<file path="config.mk">
export PLATFORM = sky130hd
export DESIGN_NAME = vidshare_ctrl
export DESIGN_NICKNAME = d
export VERILOG_FILES = /design/src/rtl/vidshare_pkg.sv /design/src/rtl/vidshare_timer.sv /design/src/rtl/vidshare_portreg.sv /design/src/rtl/vidshare_arb.sv /design/src/rtl/vidshare_ctrl.sv
export SDC_FILE = /design/constraint.sdc
export NUM_CORES = 1
export LEC_CHECK = 0
export ABC_AREA = 1
export BUFFER_PORTS_ARGS = -buffer_cell sky130_fd_sc_hd__buf_4
export CAP_MARGIN = 20
export CORE_MARGIN = 2
export CORE_UTILIZATION = 53
export CTS_BUF_LIST = sky130_fd_sc_hd__clkbuf_16
export CTS_CLUSTER_DIAMETER = 150
export DETAILED_ROUTE_END_ITERATION = 16
export PLACE_DENSITY = 0.89
export REMOVE_ABC_BUFFERS = 1
export SLEW_MARGIN = 20
export SYNTH_ARGS = -nofsm -noshare
export SYNTH_HDL_FRONTEND = slang
export SYNTH_SLANG_ARGS = --single-unit
</file>
<file path="constraint.sdc">
create_clock -name clk -period 1.4 [get_ports clk]
set_input_delay 0.14 -clock clk [delete_from_list [all_inputs] [get_ports clk]]
set_output_delay 0.14 -clock clk [all_outputs]
set_load 0.05 [all_outputs]
</file>
<file path="src/rtl/vidshare_pkg.sv">
package vidshare_pkg;

    typedef enum logic [1:0] {
        ARB_CPU_RUN  = 2'd0,
        ARB_REQ_WAIT = 2'd1,
        ARB_FETCH    = 2'd2
    } arb_state_t;

endpackage

</file>
<file path="src/rtl/vidshare_timer.sv">
module vidshare_timer #(
    parameter int HALF_CLKS = 20492
) (
    input  logic clk,
    input  logic rst_n,
    output logic disp_start,
    output logic disp_end,
    output logic in_disp
);
    localparam int CNT_W = (HALF_CLKS > 1) ? $clog2(HALF_CLKS) : 1;
    localparam logic [CNT_W-1:0] LAST = CNT_W'(HALF_CLKS - 1);

    logic [CNT_W-1:0] cnt_q;
    logic             phase_q;
    logic             wrap;

    assign wrap       = (cnt_q == LAST);
    assign disp_start = wrap && !phase_q;
    assign disp_end   = wrap && phase_q;
    assign in_disp    = phase_q;

    always_ff @(posedge clk or negedge rst_n) begin
        if (!rst_n) begin
            cnt_q   <= '0;
            phase_q <= 1'b0;
        end else if (wrap) begin
            cnt_q   <= '0;
            phase_q <= ~phase_q;
        end else begin
            cnt_q   <= cnt_q + 1'b1;
        end
    end

    p_cnt_range_r2: assert property (@(posedge clk) disable iff (!rst_n)
        cnt_q <= LAST);

    p_phase_flip_r2: assert property (@(posedge clk) disable iff (!rst_n)
        (cnt_q == LAST) |=> (phase_q != $past(phase_q)));

endmodule

</file>
<file path="src/rtl/vidshare_portreg.sv">
module vidshare_portreg #(
    parameter int               ADDR_W    = 8,
    parameter int               DATA_W    = 8,
    parameter logic [ADDR_W-1:0] PORT_ADDR = 8'hF0,
    parameter int               EN_BIT    = 2
) (
    input  logic              clk,
    input  logic              rst_n,
    input  logic              io_wr,
    input  logic [ADDR_W-1:0] io_addr,
    input  logic [DATA_W-1:0] io_wdata,
    output logic              scr_en
);
    logic hit;

    assign hit = io_wr && (io_addr == PORT_ADDR);

    always_ff @(posedge clk or negedge rst_n) begin
        if (!rst_n) begin
            scr_en <= 1'b0;
        end else if (hit) begin
            scr_en <= io_wdata[EN_BIT];
        end
    end

    p_other_addr_r7: assert property (@(posedge clk) disable iff (!rst_n)
        (io_wr && io_addr != PORT_ADDR) |=> $stable(scr_en));

    p_latch_bit_r5: assert property (@(posedge clk) disable iff (!rst_n)
        (io_wr && io_addr == PORT_ADDR) |=> (scr_en == $past(io_wdata[EN_BIT])));

endmodule

</file>
<file path="src/rtl/vidshare_arb.sv">
module vidshare_arb
    import vidshare_pkg::*;
(
    input  logic clk,
    input  logic rst_n,
    input  logic scr_en,
    input  logic busack,
    input  logic disp_start,
    input  logic disp_end,
    output logic busreq,
    output logic fetch_win,
    output logic blank
);
    arb_state_t state_q, state_d;

    always_comb begin
        state_d = state_q;
        unique case (state_q)
            ARB_CPU_RUN: begin
                if (scr_en && disp_start) state_d = ARB_REQ_WAIT;
            end
            ARB_REQ_WAIT: begin
                if (!scr_en || disp_end)  state_d = ARB_CPU_RUN;
                else if (busack)          state_d = ARB_FETCH;
            end
            ARB_FETCH: begin
                if (!scr_en || disp_end)  state_d = ARB_CPU_RUN;
            end
            default: state_d = ARB_CPU_RUN;
        endcase
    end

    always_ff @(posedge clk or negedge rst_n) begin
        if (!rst_n) state_q <= ARB_CPU_RUN;
        else        state_q <= state_d;
    end

    always_comb begin
        busreq    = 1'b0;
        fetch_win = 1'b0;
        blank     = 1'b1;
        unique case (state_q)
            ARB_CPU_RUN: ;
            ARB_REQ_WAIT: busreq = 1'b1;
            ARB_FETCH: begin
                busreq    = 1'b1;
                fetch_win = 1'b1;
                blank     = 1'b0;
            end
            default: ;
        endcase
    end

    p_req_at_start_r2: assert property (@(posedge clk) disable iff (!rst_n)
        $rose(busreq) |-> $past(disp_start));

    p_fetch_after_ack_r3: assert property (@(posedge clk) disable iff (!rst_n)
        $rose(fetch_win) |-> ($past(busack) && $past(busreq)));

    p_req_drop_end_r4: assert property (@(posedge clk) disable iff (!rst_n)
        disp_end |=> !busreq);

    p_off_drop_r5: assert property (@(posedge clk) disable iff (!rst_n)
        !scr_en |=> !busreq);

    p_fetch_in_req_r10: assert property (@(posedge clk) disable iff (!rst_n)
        fetch_win |-> busreq);

endmodule

</file>
<file path="src/rtl/vidshare_ctrl.sv">
module vidshare_ctrl #(
    parameter int HALF_CLKS = 20492,
    parameter int ADDR_W    = 8,
    parameter int DATA_W    = 8,
    parameter int PORT_ADDR = 'hF0,
    parameter int EN_BIT    = 2
) (
    input  logic              clk,
    input  logic              rst_n,
    input  logic              io_wr,
    input  logic [ADDR_W-1:0] io_addr,
    input  logic [DATA_W-1:0] io_wdata,
    input  logic              busack,
    output logic              busreq,
    output logic              fetch_win,
    output logic              blank
);
    localparam logic [ADDR_W-1:0] PORT_A = ADDR_W'(PORT_ADDR);

    logic scr_en;
    logic disp_start;
    logic disp_end;
    logic in_disp;

    vidshare_portreg #(
        .ADDR_W   (ADDR_W),
        .DATA_W   (DATA_W),
        .PORT_ADDR(PORT_A),
        .EN_BIT   (EN_BIT)
    ) u_port (
        .clk     (clk),
        .rst_n   (rst_n),
        .io_wr   (io_wr),
        .io_addr (io_addr),
        .io_wdata(io_wdata),
        .scr_en  (scr_en)
    );

    vidshare_timer #(
        .HALF_CLKS(HALF_CLKS)
    ) u_timer (
        .clk       (clk),
        .rst_n     (rst_n),
        .disp_start(disp_start),
        .disp_end  (disp_end),
        .in_disp   (in_disp)
    );

    vidshare_arb u_arb (
        .clk       (clk),
        .rst_n     (rst_n),
        .scr_en    (scr_en),
        .busack    (busack),
        .disp_start(disp_start),
        .disp_end  (disp_end),
        .busreq    (busreq),
        .fetch_win (fetch_win),
        .blank     (blank)
    );

    p_req_in_disp_r2: assert property (@(posedge clk) disable iff (!rst_n)
        busreq |-> in_disp);

    p_blank_off_r8: assert property (@(posedge clk) disable iff (!rst_n)
        !scr_en |=> blank);

endmodule

</file>
# Word-level counts from Yosys, hierarchy flattened
# Cells that the tools add are included.
dict set report op_classes {
  muxes 9
  n_reduce_logical 10
  eq_ne 7
  addsub 1
  n_bitwise 1
}
# cell n
set ops {}
lappend ops {{$add A15 B1 Y15 const B} 1}
lappend ops {{$eq A15 B15 Y1 const B} 1}
lappend ops {{$mux W15} 1}
lappend ops {{$eq A8 B8 Y1 const B} 1}
lappend ops {{$mux W2} 4}
lappend ops {{$pmux W2 S3} 1}
lappend ops {{$logic_and A1 B1 Y1} 4}
lappend ops {{$ne A2 B1 Y1 const B} 2}
lappend ops {{$mux W1} 3}
lappend ops {{$ne A3 B2 Y1 const B} 1}
lappend ops {{$reduce_and A3 Y1} 1}
lappend ops {{$eq A2 B1 Y1 const B} 1}
lappend ops {{$eq A2 B2 Y1 const B} 1}
lappend ops {{$logic_not A1 Y1} 2}
lappend ops {{$logic_not A2 Y1} 1}
lappend ops {{$reduce_or A2 Y1} 1}
lappend ops {{$logic_or A1 B1 Y1} 1}
lappend ops {{$not A1 Y1} 1}
dict set report totals {
  regBits 19
  word_cells 32
}

# Logic depth before layout (Yosys ltp)
# Gate-level depths: netlist of the first run.
dict set report depth {
  depth_word 5
  ltp_mapped 10
}

# Modules after synthesis
# Synthesis of the first run repeated with hierarchy kept, for this count alone.
dict set report hier_totals {
  hier_cells 173
  hier_area_um2 1203.7
}
# module area_per_inst_um2 cells_per_inst instances
set modules_own_cells {}
lappend modules_own_cells {vidshare_timer 948.4 134 1}
lappend modules_own_cells {vidshare_arb 171.4 24 1}
lappend modules_own_cells {vidshare_portreg 83.8 15 1}

# Worst setup path before layout of the first run
# Ideal clock, no wire load.
dict set report synth_timing {
  path_kind {register to output}
  startpoint {register u_arb.state_q[0]}
  endpoint {output port blank}
  path_slack_ns -0.056
  arrival_time_ns 1.316
  path_stages_with_launch 4
  path_buffers 0
  cell_sequence {dfrtp_1 > inv_1 > ha_1 > inv_1}
}
dict set report synth_via {
  elab_chain_cells 2
}
# item line_no
set synth_rtl {}
lappend synth_rtl {{start, declared} vidshare_arb.sv:14} ;# arb_state_t state_q, state_d;
lappend synth_rtl {{start signal, assigned} vidshare_arb.sv:35} ;# else state_q <= state_d;
lappend synth_rtl {{$eq A2 B2 Y1} vidshare_arb.sv:42} ;# unique case (state_q)
lappend synth_rtl {{$mux W1} vidshare_arb.sv:42}
lappend synth_rtl {{end, declared} vidshare_ctrl.sv:16} ;# output logic blank
# Every way passes these cells.

# Worst setup path in the final report of the first run
dict set report layout_timing {
  startpoint {register u_timer.cnt_q[0]}
  endpoint {register u_timer.cnt_q[14]}
}
dict set report layout_via {
  elab_chain_cells 2
  elab_cells_between_ends 3
}
# item line_no
set layout_rtl {}
lappend layout_rtl {{start, declared} vidshare_timer.sv:13} ;# logic [CNT_W-1:0] cnt_q;
lappend layout_rtl {{start signal, assigned} vidshare_timer.sv:30} ;# cnt_q <= cnt_q + 1'b1;
lappend layout_rtl {{$add A15 B1 Y15 / $eq A15 B15 Y1 (equally long branches)} {vidshare_timer.sv:30, vidshare_timer.sv:17}}
lappend layout_rtl {{$mux W15 (*)} vidshare_timer.sv:26} ;# end else if (wrap) begin
# Mark *: on every way between the ends. The rest lies on a longest branch, timed or not.
# A chain may end at the register's enable or synchronous reset.

==> results of run 1 <==
==> cells by family (layout without fill, tap and decap cells) <==
logic type / after synthesis / after routing
mux: 1 / 1
xor+xnor: 8 / 8
flops: 19 / 19
fa+ha+maj: 4 / 4
buf+inv: 28 / 56
compound gates: 4 / 4
simple gates: 75 / 75
==> registers in the layout (all words and copies together), names as in the netlist <==
register and cells:
u_timer.in_disp 1, u_arb.state_q 2, u_port.scr_en 1, u_timer.cnt_q 15
==> metrics by stage <==
step | total power [uW] | TNS (ns) | cells
after floorplan | 567 | -0.0564 | 139
after global placement | 603 | 0 | 185
after detailed placement | 605 | -0.0792 | 185
after CTS | 1190 | -0.00904 | 191
after global routing | 1210 | -0.509 | 194
final | 1180 | -0.0544 | 194
==> report_power, final <==
group          internal (uW)  switching (uW)  total [uW]  leakage, uW
Combinational           25.6            17.9        43.6     0.000468
Sequential               551            2.16         553     0.000251
Clock                    383             198         581    0.0000409
==> Yosys cell counts (2+ instances only) <==
cell	n	area [um^2]
inv_1	26	97.6
nand3b_1	2	15.0
xor2_1	8	70.1
nand3_1	4	20.0
nor2_1	23	86.3
ha_1	4	50.1
nand2_2	2	12.5
inv_2	2	7.51
nand4_1	4	25.0
nand2_1	26	97.6
nand3_2	6	60.1
nor2_2	5	31.3
dfrtp_1	19	475
==> cell type report <==
cell class	instances	area, um^2
Multi-Input combinational cell	92	583
Fill cell	138	498
Sequential cell	19	475
Timing Repair Buffer	24	186
Inverter	28	105
Clock buffer	3	75.1
Tap cell	27	33.8
Clock inverter	1	5.00
==> what timing repair did <==
| item | in CTS | in global routing |
|---|---|---|
| hold buffers | 1 | 0 |
| endpoints found under the setup margin | 4 | 8 |
| resized for setup | 5 | 9 |
| endpoints found under the hold margin | 19 | 0 |
| pin swaps | 3 | 10 |
| buffers inserted | 1 | 3 |
==> worst max-delay path by stage <==
stage	startpoint	cells past startpoint	slack (ns)	end
final	u_timer.cnt_q[0]	8	-0.05	u_timer.cnt_q[14]
after global routing	u_timer.cnt_q[0]	8	-0.15	u_timer.cnt_q[14]
after CTS	u_timer.cnt_q[0]	10	-0.008	u_arb.state_q[1]
after detailed placement	u_timer.cnt_q[1]	10	-0.03	u_arb.state_q[1]
after global placement	u_timer.cnt_q[1]	8	0.03	u_timer.cnt_q[14]
after floorplan	u_arb.state_q[0]	3	-0.06	blank
==> metal layers <==
metal	vias to the layer above	track usage [%]	wire length [um]
li1	476	-	-
met1	454	25.6	1030
met5	-	0	0
met3	8	5.15	80
met2	26	34.4	1290
met4	0	7.41	41
==> reports/metrics.cfg, run 1 <==
[status]
status=finished, violations left
violations=setup timing

[timing]
finalSetupViolCount=1
skew_ns=0.00289
worst_pin_slew_ns=0.233
hold_viol_final=0
min_period_ns=1.45
rsz0062_at_grt=true
max_clock_freq_mhz=688
worst_slew_margin_rel_pct=84.3
whs_ns=0.142
slew_violations=0
setup_ws_ns=-0.0544
finalCritPeriodShare_pct=104

[floorplan]
die_area_um2=2480
start_util_pct=56.8
core_area_um2=1960
die_h_um=49.8
die_w_um=49.8
io-pin-count=23
rows=16

[synth]
ys_seq_area_share_pct=42.7
syn-cell-area_um2=1110
ys_warn_count=0
synthArstFlopShare_pct=100
synth_top_family_by_area=simple AND/OR/NAND/NOR gates
ys.flop_type=dfrtp_1
synth_adder_area_share_pct=4.49
synth-xor-area-share_pct=6.29
synth_compound_area_share_pct=2.36
synthMuxAreaShare_pct=1.01
synth_cell_types=21
synthCells=139
ys_ff_latch=19
synth_area_per_cell_um2=8.01
synth_edf_count=0
synthSimpleGateAreaFrac_pct=33.7

[routing]
avgRoutedWirePerCell_um=12.6
dr.pass1.iters=4
vias=964
drt_iter0_markers=24
viasPerCell=4.97
ant_nets=0
drt-total-wl_um=2440
drc=0

[finish]
fin_nets=192
final_util_pct=74.6
final_common_cell=inv_1
layout_common_cells=inv_1, nand2_1, buf_4
final_cell_area_um2=1460
diodes=0
synthToLayoutAreaGrowth_pct=31.5
drive_above_1_share_pct=32.9

[place]
place_ws_ns=-0.0321
hpwlAfterDp_um=1650
place.gp.congestion=0.874
io_buffers=15
place_area_um2=1290

[critical_path]
r2r_start=u_timer.cnt_q[0]
path_cells=ha_4 -> nand2_2 -> nor2_4 -> nand3_4 -> inv_2 -> nand3b_1 -> xor2_1 -> nor2_2
path_delay_family=simple AND/OR/NAND/NOR gates
crit_path_max_fanout=3
r2r_slack_ns=-0.05
startpoint_type=flip-flop
slowest_delay_ns=0.39
cp-end-kind=flip-flop
path_class=reg2reg
worstReg2RegEnd=u_timer.cnt_q[14]
arrival_ns=1.59
ff2ff_path_depth=8
crit_buf_inv=1
slowest_stage=dfrtp_1
required_ns=1.54

[grt]
grtUsageTotal_pct=20.6
grt_pass1_vias=937
overflow=0
antenna_found_initial=0
grt_max_degree=20
grt_pass1_wl_um=3930

[power_and_ir_drop]
power.density_nw_per_um2=804
ir_drop_v=0.00101
power_leakage_uw=0.000759

[hold_path]
min_to=u_port.scr_en
min_path_type=in2reg
hp-start=io_wdata[2]
worstHoldPathCells=2

[clock_tree]
clock_latency_ns=0.25
path_clk_slew_ns=0.05
cts_tree=done
cts_sinks=19
cts_buffers=3
clockBufferDepth=2
cts-htree-levels=1
cts-root-buf=clkbuf_16

[flow_run]
cap_violations=0

Power figures use the tool's default switching activity.
==> inputs of run 2 (changes only) <==
--- a/config.mk
+++ b/config.mk
@@ -8,14 +8,16 @@
 export ABC_AREA = 1
 export BUFFER_PORTS_ARGS = -buffer_cell sky130_fd_sc_hd__buf_4
 export CAP_MARGIN = 20
-export CORE_MARGIN = 2
-export CORE_UTILIZATION = 53
+export CELL_PAD_IN_SITES_DETAIL_PLACEMENT = 0
+export CELL_PAD_IN_SITES_GLOBAL_PLACEMENT = 2
+export CORE_UTILIZATION = 30
 export CTS_BUF_LIST = sky130_fd_sc_hd__clkbuf_16
 export CTS_CLUSTER_DIAMETER = 150
 export DETAILED_ROUTE_END_ITERATION = 16
-export PLACE_DENSITY = 0.89
+export PLACE_DENSITY = 0.87
 export REMOVE_ABC_BUFFERS = 1
 export SLEW_MARGIN = 20
 export SYNTH_ARGS = -nofsm -noshare
 export SYNTH_HDL_FRONTEND = slang
 export SYNTH_SLANG_ARGS = --single-unit
+export TNS_END_PERCENT = 30
==> run 2 against run 1 <==
Net effect:
- the flow still finishes with violations (setup timing)
- global-route usage shrank 8.1 points
- total power down 1.1%
- critical path depth grew 3
- largest cell class unchanged
==> reports/metrics.cfg, run 2 (synthesized netlist as in run 1, its figures left out) <==
[critical_path]
ff2ff_path_depth=11  ; +3
r2r_start=u_timer.cnt_q[1]
path_class=reg2reg
r2r_slack_ns=-0.05  ; about the same
worstReg2RegEnd=u_arb.state_q[1]
startpoint_type=flip-flop
required_ns=1.53  ; about the same
cp-end-kind=flip-flop
crit_path_max_fanout=3  ; unchanged
arrival_ns=1.59  ; about the same

[routing]
vias=918  ; -4.8%
dr.pass1.iters=4  ; unchanged
viasPerCell=4.23  ; -15%
ant_nets=0  ; unchanged
drc=0  ; unchanged
drt_iter0_markers=21  ; -13%
drt-total-wl_um=2270  ; -6.8%
avgRoutedWirePerCell_um=10.5  ; -17%

[finish]
layout_common_cells=buf_4, inv_1, nand2_1
synthToLayoutAreaGrowth_pct=37.8
largest_reg_flops=15  ; unchanged
final_cell_area_um2=1530  ; +4.8%
regMostFlops=u_timer.cnt_q
fin_cells=217  ; +12%
final_common_cell=buf_4
drive_above_1_share_pct=33.3  ; +0.40 points
diodes=0  ; unchanged
top_regs=u_timer.cnt_q (15), u_arb.state_q (2)
fin_nets=196  ; +2.1%

[timing]
skew_ns=0.00357  ; +0.000675 ns
finalCritPeriodShare_pct=104  ; about the same
finalSetupViolCount=5  ; +4
hold_viol_final=0  ; unchanged
worst_slew_margin_rel_pct=83.8  ; -0.50 points
max_clock_freq_mhz=688  ; about the same
min_period_ns=1.45  ; -0.000701 ns
rsz0062_at_grt=true
slew_violations=0  ; unchanged
worst_pin_slew_ns=0.243  ; +0.00948 ns
setup_ws_ns=-0.0537  ; +0.000701 ns

[hold_path]
hp-start=io_wdata[2]
min_path_type=in2reg
worstHoldPathCells=2  ; unchanged
min_to=u_port.scr_en

[status]
violations=setup timing
status=finished, violations left

[power_and_ir_drop]
power.density_nw_per_um2=759  ; -5.6%
seqPwrFrac_pct=47.5  ; +0.5 points
finalPower_uw=1160  ; -1.1%
clkPwrFrac_pct=48.8  ; -0.5 points
internal_power_uw=956  ; -0.34%
switching_share_pct=17.9  ; -0.65 points
power_leakage_uw=0.000782  ; +3.0%
ir_drop_v=0.000412  ; -59%
power.switching_uw=208  ; -4.6%
p_comb_share_pct=3.7  ; about the same

[clock_tree]
cts-root-buf=clkbuf_16
cts_buffers=3  ; unchanged
clockBufferDepth=2  ; unchanged
cts_sinks=19  ; unchanged
cts_tree=done
cts-htree-levels=1  ; unchanged
clock_latency_ns=0.25  ; about the same
path_clk_slew_ns=0.05  ; about the same

[grt]
grtUsageMet1_pct=15.9  ; -9.6 points
grtUsageTotal_pct=12.5  ; -8.1 points
grt_max_degree=20  ; unchanged
grtUsageMet3_pct=2.19  ; -3.0 points
gr-max-usage-layer=met2
antenna_found_initial=0  ; unchanged
grt_pass1_wl_um=3860  ; -1.8%
overflow=0  ; unchanged
global_route.usage.met2_pct=20.2  ; -14 points
grt_pass1_vias=890  ; -5.0%

[place]
hpwlAfterDp_um=1690  ; +2.6%
place.gp.congestion=0.758  ; -13%
place_area_um2=1330  ; +3.0%
io_buffers=15  ; unchanged
placed_cells=206  ; +11%
place_ws_ns=-0.0228  ; +0.00927 ns

[flow_run]
cap_violations=0  ; unchanged

[floorplan]
start_util_pct=32.4  ; -24 points
die_h_um=62.9  ; +26%
rows=21  ; +5
io-pin-count=23  ; unchanged
die_w_um=62.9  ; +26%
die_area_um2=3960  ; +59%
core_area_um2=3440  ; +75%

==> run 2: worst max-delay path, stage by stage (launching register included) <==
cell	delay (ns)
dfrtp_1	0.35
buf_4	0.12
ha_4	0.14
inv_1	0.05
nor2_1	0.08
nand2_1	0.07
nor2_2	0.10
nand4_1	0.13
nand2_2	0.11
nand3_2	0.08
nand2_1	0.06
nand2_1	0.05
==> run 2: what timing repair did <==
| item | CTS | global route |
|---|---|---|
| endpoints found under the setup margin | 4 | 12 |
| pin swaps | 3 | 10 |
| hold endpoints to repair | 19 | 0 |
| gates resized for setup | 2 | 13 |
| gates cloned | 0 | 0 |
| setup buffers | 2 | 4 |
| hold buffers | 1 | 0 |
==> run 2: cell type report <==
cell class                 instances  area [um^2]
inverter                          28          105
tap                               46         57.6
clock inverter                     1         3.75
clock buffer                       3         75.1
multi-input combinational         92          604
fill                             342         1910
timing repair buffer              28          213
sequential                        19          475
==> run 2: how the worst max path moves through the flow <==
stage,from,end
after global placement,u_timer.cnt_q[0],u_timer.cnt_q[14]
after CTS,u_timer.cnt_q[1],u_arb.state_q[1]
after global routing,u_timer.cnt_q[1],u_arb.state_q[0]
after detailed placement,u_timer.cnt_q[1],u_arb.state_q[1]
final,u_timer.cnt_q[1],u_arb.state_q[1]
after floorplan,u_arb.state_q[0],blank
==> run 2: stage by stage <==
stage / TNS (ns) / utilization [%] / hold slack, ns
6_report: -0.174 / 44.6 / 0.123
5_1_grt: -0.952 / 44.6 / 0.128
4_1_cts: -0.0114 / 41.8 / 0.119
3_5_place_dp: -0.0446 / 38.6 / 0.0315
3_3_place_gp: 0 / 38.6 / 0.0279
2_1_floorplan: -0.0564 / - / -0.156
==> run 2: per-layer routing <==
layer  wire, um  vias to the layer above  part of all wire, %
li1           -                      488                    -
met4         21                        0                 0.92
met1       1060                      423                   47
met2       1160                        5                   51
met5          0                        -                    0
met3         32                        2                  1.4
==> run 2: power groups by stage <==
stage / registers [uW] / logic, uW / clock network [uW]
4_1_cts: 553 / 44.1 / 591
3_5_place_dp: 563 / 41.9 / 0
2_1_floorplan: 562 / 4.76 / 0
6_report: 553 / 42.7 / 568
5_1_grt: 553 / 48.3 / 619
3_3_place_gp: 562 / 41.1 / 0
==> inputs of run 3 (changes only) <==
--- a/config.mk
+++ b/config.mk
@@ -5,12 +5,11 @@
 export SDC_FILE = /design/constraint.sdc
 export NUM_CORES = 1
 export LEC_CHECK = 0
-export ABC_AREA = 1
 export BUFFER_PORTS_ARGS = -buffer_cell sky130_fd_sc_hd__buf_4
 export CAP_MARGIN = 20
 export CELL_PAD_IN_SITES_DETAIL_PLACEMENT = 0
 export CELL_PAD_IN_SITES_GLOBAL_PLACEMENT = 2
-export CORE_UTILIZATION = 30
+export CORE_UTILIZATION = 32
 export CTS_BUF_LIST = sky130_fd_sc_hd__clkbuf_16
 export CTS_CLUSTER_DIAMETER = 150
 export DETAILED_ROUTE_END_ITERATION = 16
==> run 3 against run 2 <==
Net effect:
- the flow still finishes with violations (setup timing)
- die area fell by 19%
- global-route usage grew 3.0 points
- total power rose by 2.3%
- critical path depth decreased by 5
- clock power grew 4.4%
- core utilization is 9.4 points higher
- final cell count down 24%
- worst setup slack worse by 0.24 ns
- critical path type unchanged
- critical endpoint is now u_arb.state_q[0]
==> reports/metrics.cfg, run 3 <==
[synth]
ys_ff_latch=19  ; unchanged
synth_top_area_share_pct=49.8  ; +7.1 points
ys_warn_count=0  ; unchanged
synth_area_leader_cell=dfrtp_1
ys_seq_area_share_pct=49.8  ; +7.1 points
ys.flop_type=dfrtp_1
synthArstFlopShare_pct=100  ; unchanged
syn-cell-area_um2=955  ; -14%
synth_area_leaders=dfrtp_1, xnor2_1, xor2_1
synth_area_per_cell_um2=11.1  ; +39%
synth_edf_count=0  ; unchanged
synth_cell_types=26  ; +24%
synthCells=86  ; -38%
synth_common_cells=dfrtp_1, nor2_1, xnor2_1, xor2_1, nand4_1
synth.most_common_cell=dfrtp_1

[finish]
top_regs=u_timer.cnt_q (15), u_arb.state_q (2)
final_common_cell=buf_4
drive_above_1_share_pct=51.5  ; +18 points
largest_reg_flops=15  ; unchanged
layout_common_cells=buf_4, dfrtp_1, xor2_1
fin_cells=165  ; -24%
synthToLayoutAreaGrowth_pct=57.3
fin_nets=159  ; -19%
diodes=0  ; unchanged
regMostFlops=u_timer.cnt_q

[routing]
drc=0  ; unchanged
drt-total-wl_um=2230  ; -1.9%
avgRoutedWirePerCell_um=13.5  ; +29%
vias=816  ; -11%
dr.pass1.iters=2  ; -2
drt_iter0_markers=17  ; -19%
ant_nets=0  ; unchanged
viasPerCell=4.95  ; +17%

[power_and_ir_drop]
p_comb_share_pct=3.9  ; +0.2 points
internal_power_uw=962  ; +0.62%
power_leakage_uw=0.000714  ; -8.7%
power.density_nw_per_um2=793  ; +4.5%
ir_drop_v=0.000755  ; +83%
power.switching_uw=229  ; +10%
clkPwrFrac_pct=49.8  ; +1.0 points
seqPwrFrac_pct=46.3  ; -1.2 points
switching_share_pct=19.3  ; +1.4 points

[critical_path]
required_ns=1.54  ; about the same
crit_path_max_fanout=3  ; unchanged
startpoint_type=flip-flop
path_class=reg2reg
cp-end-kind=flip-flop
ff2ff_path_depth=6  ; -5
arrival_ns=1.83  ; +0.24 ns
r2r_slack_ns=-0.30  ; -0.24 ns

[timing]
min_period_ns=1.70  ; +0.244 ns
rsz0062_at_grt=true
hold_viol_final=0  ; unchanged
tns_ns=-0.546  ; -0.372 ns
finalCritPeriodShare_pct=121  ; +17 points
max_clock_freq_mhz=589  ; -14%
worst_slew_margin_rel_pct=80.5  ; -3.3 points
setup_ws_ns=-0.298  ; -0.244 ns
finalSetupViolCount=6  ; +1
worst_pin_slew_ns=0.289  ; +0.0459 ns
skew_ns=0.00515  ; +0.00158 ns
slew_violations=0  ; unchanged

[clock_tree]
clockBufferDepth=2  ; unchanged
cts-htree-levels=1  ; unchanged
path_clk_slew_ns=0.06  ; about the same
cts_buffers=3  ; unchanged
clock_latency_ns=0.25  ; about the same
cts_tree=done
cts-root-buf=clkbuf_16
cts_sinks=19  ; unchanged

[floorplan]
die_area_um2=3210  ; -19%
rows=19  ; -9.5%
start_util_pct=34.3  ; +2.0 points
die_h_um=56.6  ; -10%
io-pin-count=23  ; unchanged
core_area_um2=2780  ; -19%
die_w_um=56.6  ; -10%

[place]
placed_cells=157  ; -24%
place.gp.congestion=0.777  ; +2.4%
io_buffers=15  ; unchanged
hpwlAfterDp_um=1490  ; -11%

[grt]
grt_pass1_wl_um=3690  ; -4.3%
gr-max-usage-layer=met2
grt_max_degree=20  ; unchanged
antenna_found_initial=0  ; unchanged
grtUsageTotal_pct=15.5  ; +3.0 points
overflow=0  ; unchanged
grt_pass1_vias=837  ; -6.0%
global_route.usage.met2_pct=26.4  ; +6.2 points
grtUsageMet1_pct=17.5  ; +1.5 points
grtUsageMet3_pct=4.84  ; +2.6 points

[status]
status=finished, violations left
violations=setup timing

[hold_path]
worstHoldPathCells=2  ; unchanged
min_path_type=in2reg

[flow_run]
cap_violations=0  ; unchanged

## run 3: through the flow
stage	power (uW)	utilization, %	cell area (um^2)	hold WS [ns]	worst slack [ns]
2_1_floorplan	566	-	951	-0.156	-0.334
3_3_place_gp	604	46.6	1300	0.0245	-0.284
3_5_place_dp	605	46.6	1300	0.0288	-0.355
4_1_cts	1200	51.1	1420	0.119	-0.260
5_1_grt	1230	54.0	1500	0.126	-0.369
6_report	1190	54.0	1500	0.120	-0.298
## run 3: cells by family (layout without fill, tap and decap cells)
family	count (synthesis)	count (layout)	synth area share, %
flip-flops	19	19	49.8
multiplexers	2	2	2.36
AND/OR/NAND/NOR	39	39	25.7
buffers and inverters	4	52	1.57
adder cells (fa/ha/maj)	4	4	5.24
AO/OA/AOI/OAI	4	4	2.49
XOR/XNOR	14	14	12.8
## run 3: power groups by stage
stage	Clock [uW]	Sequential, uW	Combinational (uW)
6_report	593	551	46.2
5_1_grt	630	551	51.3
4_1_cts	601	551	47.1
3_5_place_dp	0	561	43.8
3_3_place_gp	0	561	42.7
2_1_floorplan	0	562	4.11
## run 3: worst paths after layout
check / start / to
max reg2reg: u_timer.cnt_q[0] / u_arb.state_q[0]
min in group asynchronous: rst_n / u_timer.cnt_q[14]
max in group asynchronous: rst_n / u_port.scr_en
max: u_timer.cnt_q[0] / u_arb.state_q[0]
min reg2reg: u_timer.cnt_q[13] / u_timer.cnt_q[13]
min: io_wdata[2] / u_port.scr_en
## run 3: worst max-delay path, stage by stage (launching register included)
cell      delay [ns]
dfrtp_1         0.35
ha_2            0.18
and4bb_2        0.25
nand4_1         0.12
a32oi_2         0.24
o21ai_1         0.11
mux2_1          0.32
## run 3: routing by layer
layer | part of all wire (%) | wire (um) | vias up
met5 | 0 | 0 | -
met4 | 1.6 | 36 | 0
met3 | 2.8 | 62 | 4
met2 | 54 | 1200 | 8
met1 | 42 | 928 | 401
li1 | - | - | 403
## run 3: what timing repair did
action / CTS / global route
setup buffers: 2 / 2
hold endpoints to repair: 19 / 0
gates resized for setup: 4 / 18
pin swaps: 7 / 4
endpoints found under the setup margin: 7 / 13
hold buffers: 1 / 0
## run 3: cell type report
cell class | count | area, um^2
tap | 31 | 38.8
clock buffer | 3 | 75.1
timing repair buffer | 45 | 359
fill | 245 | 1280
multi-input combinational | 63 | 537
sequential | 19 | 475
inverter | 3 | 11.3
clock inverter | 1 | 5.00
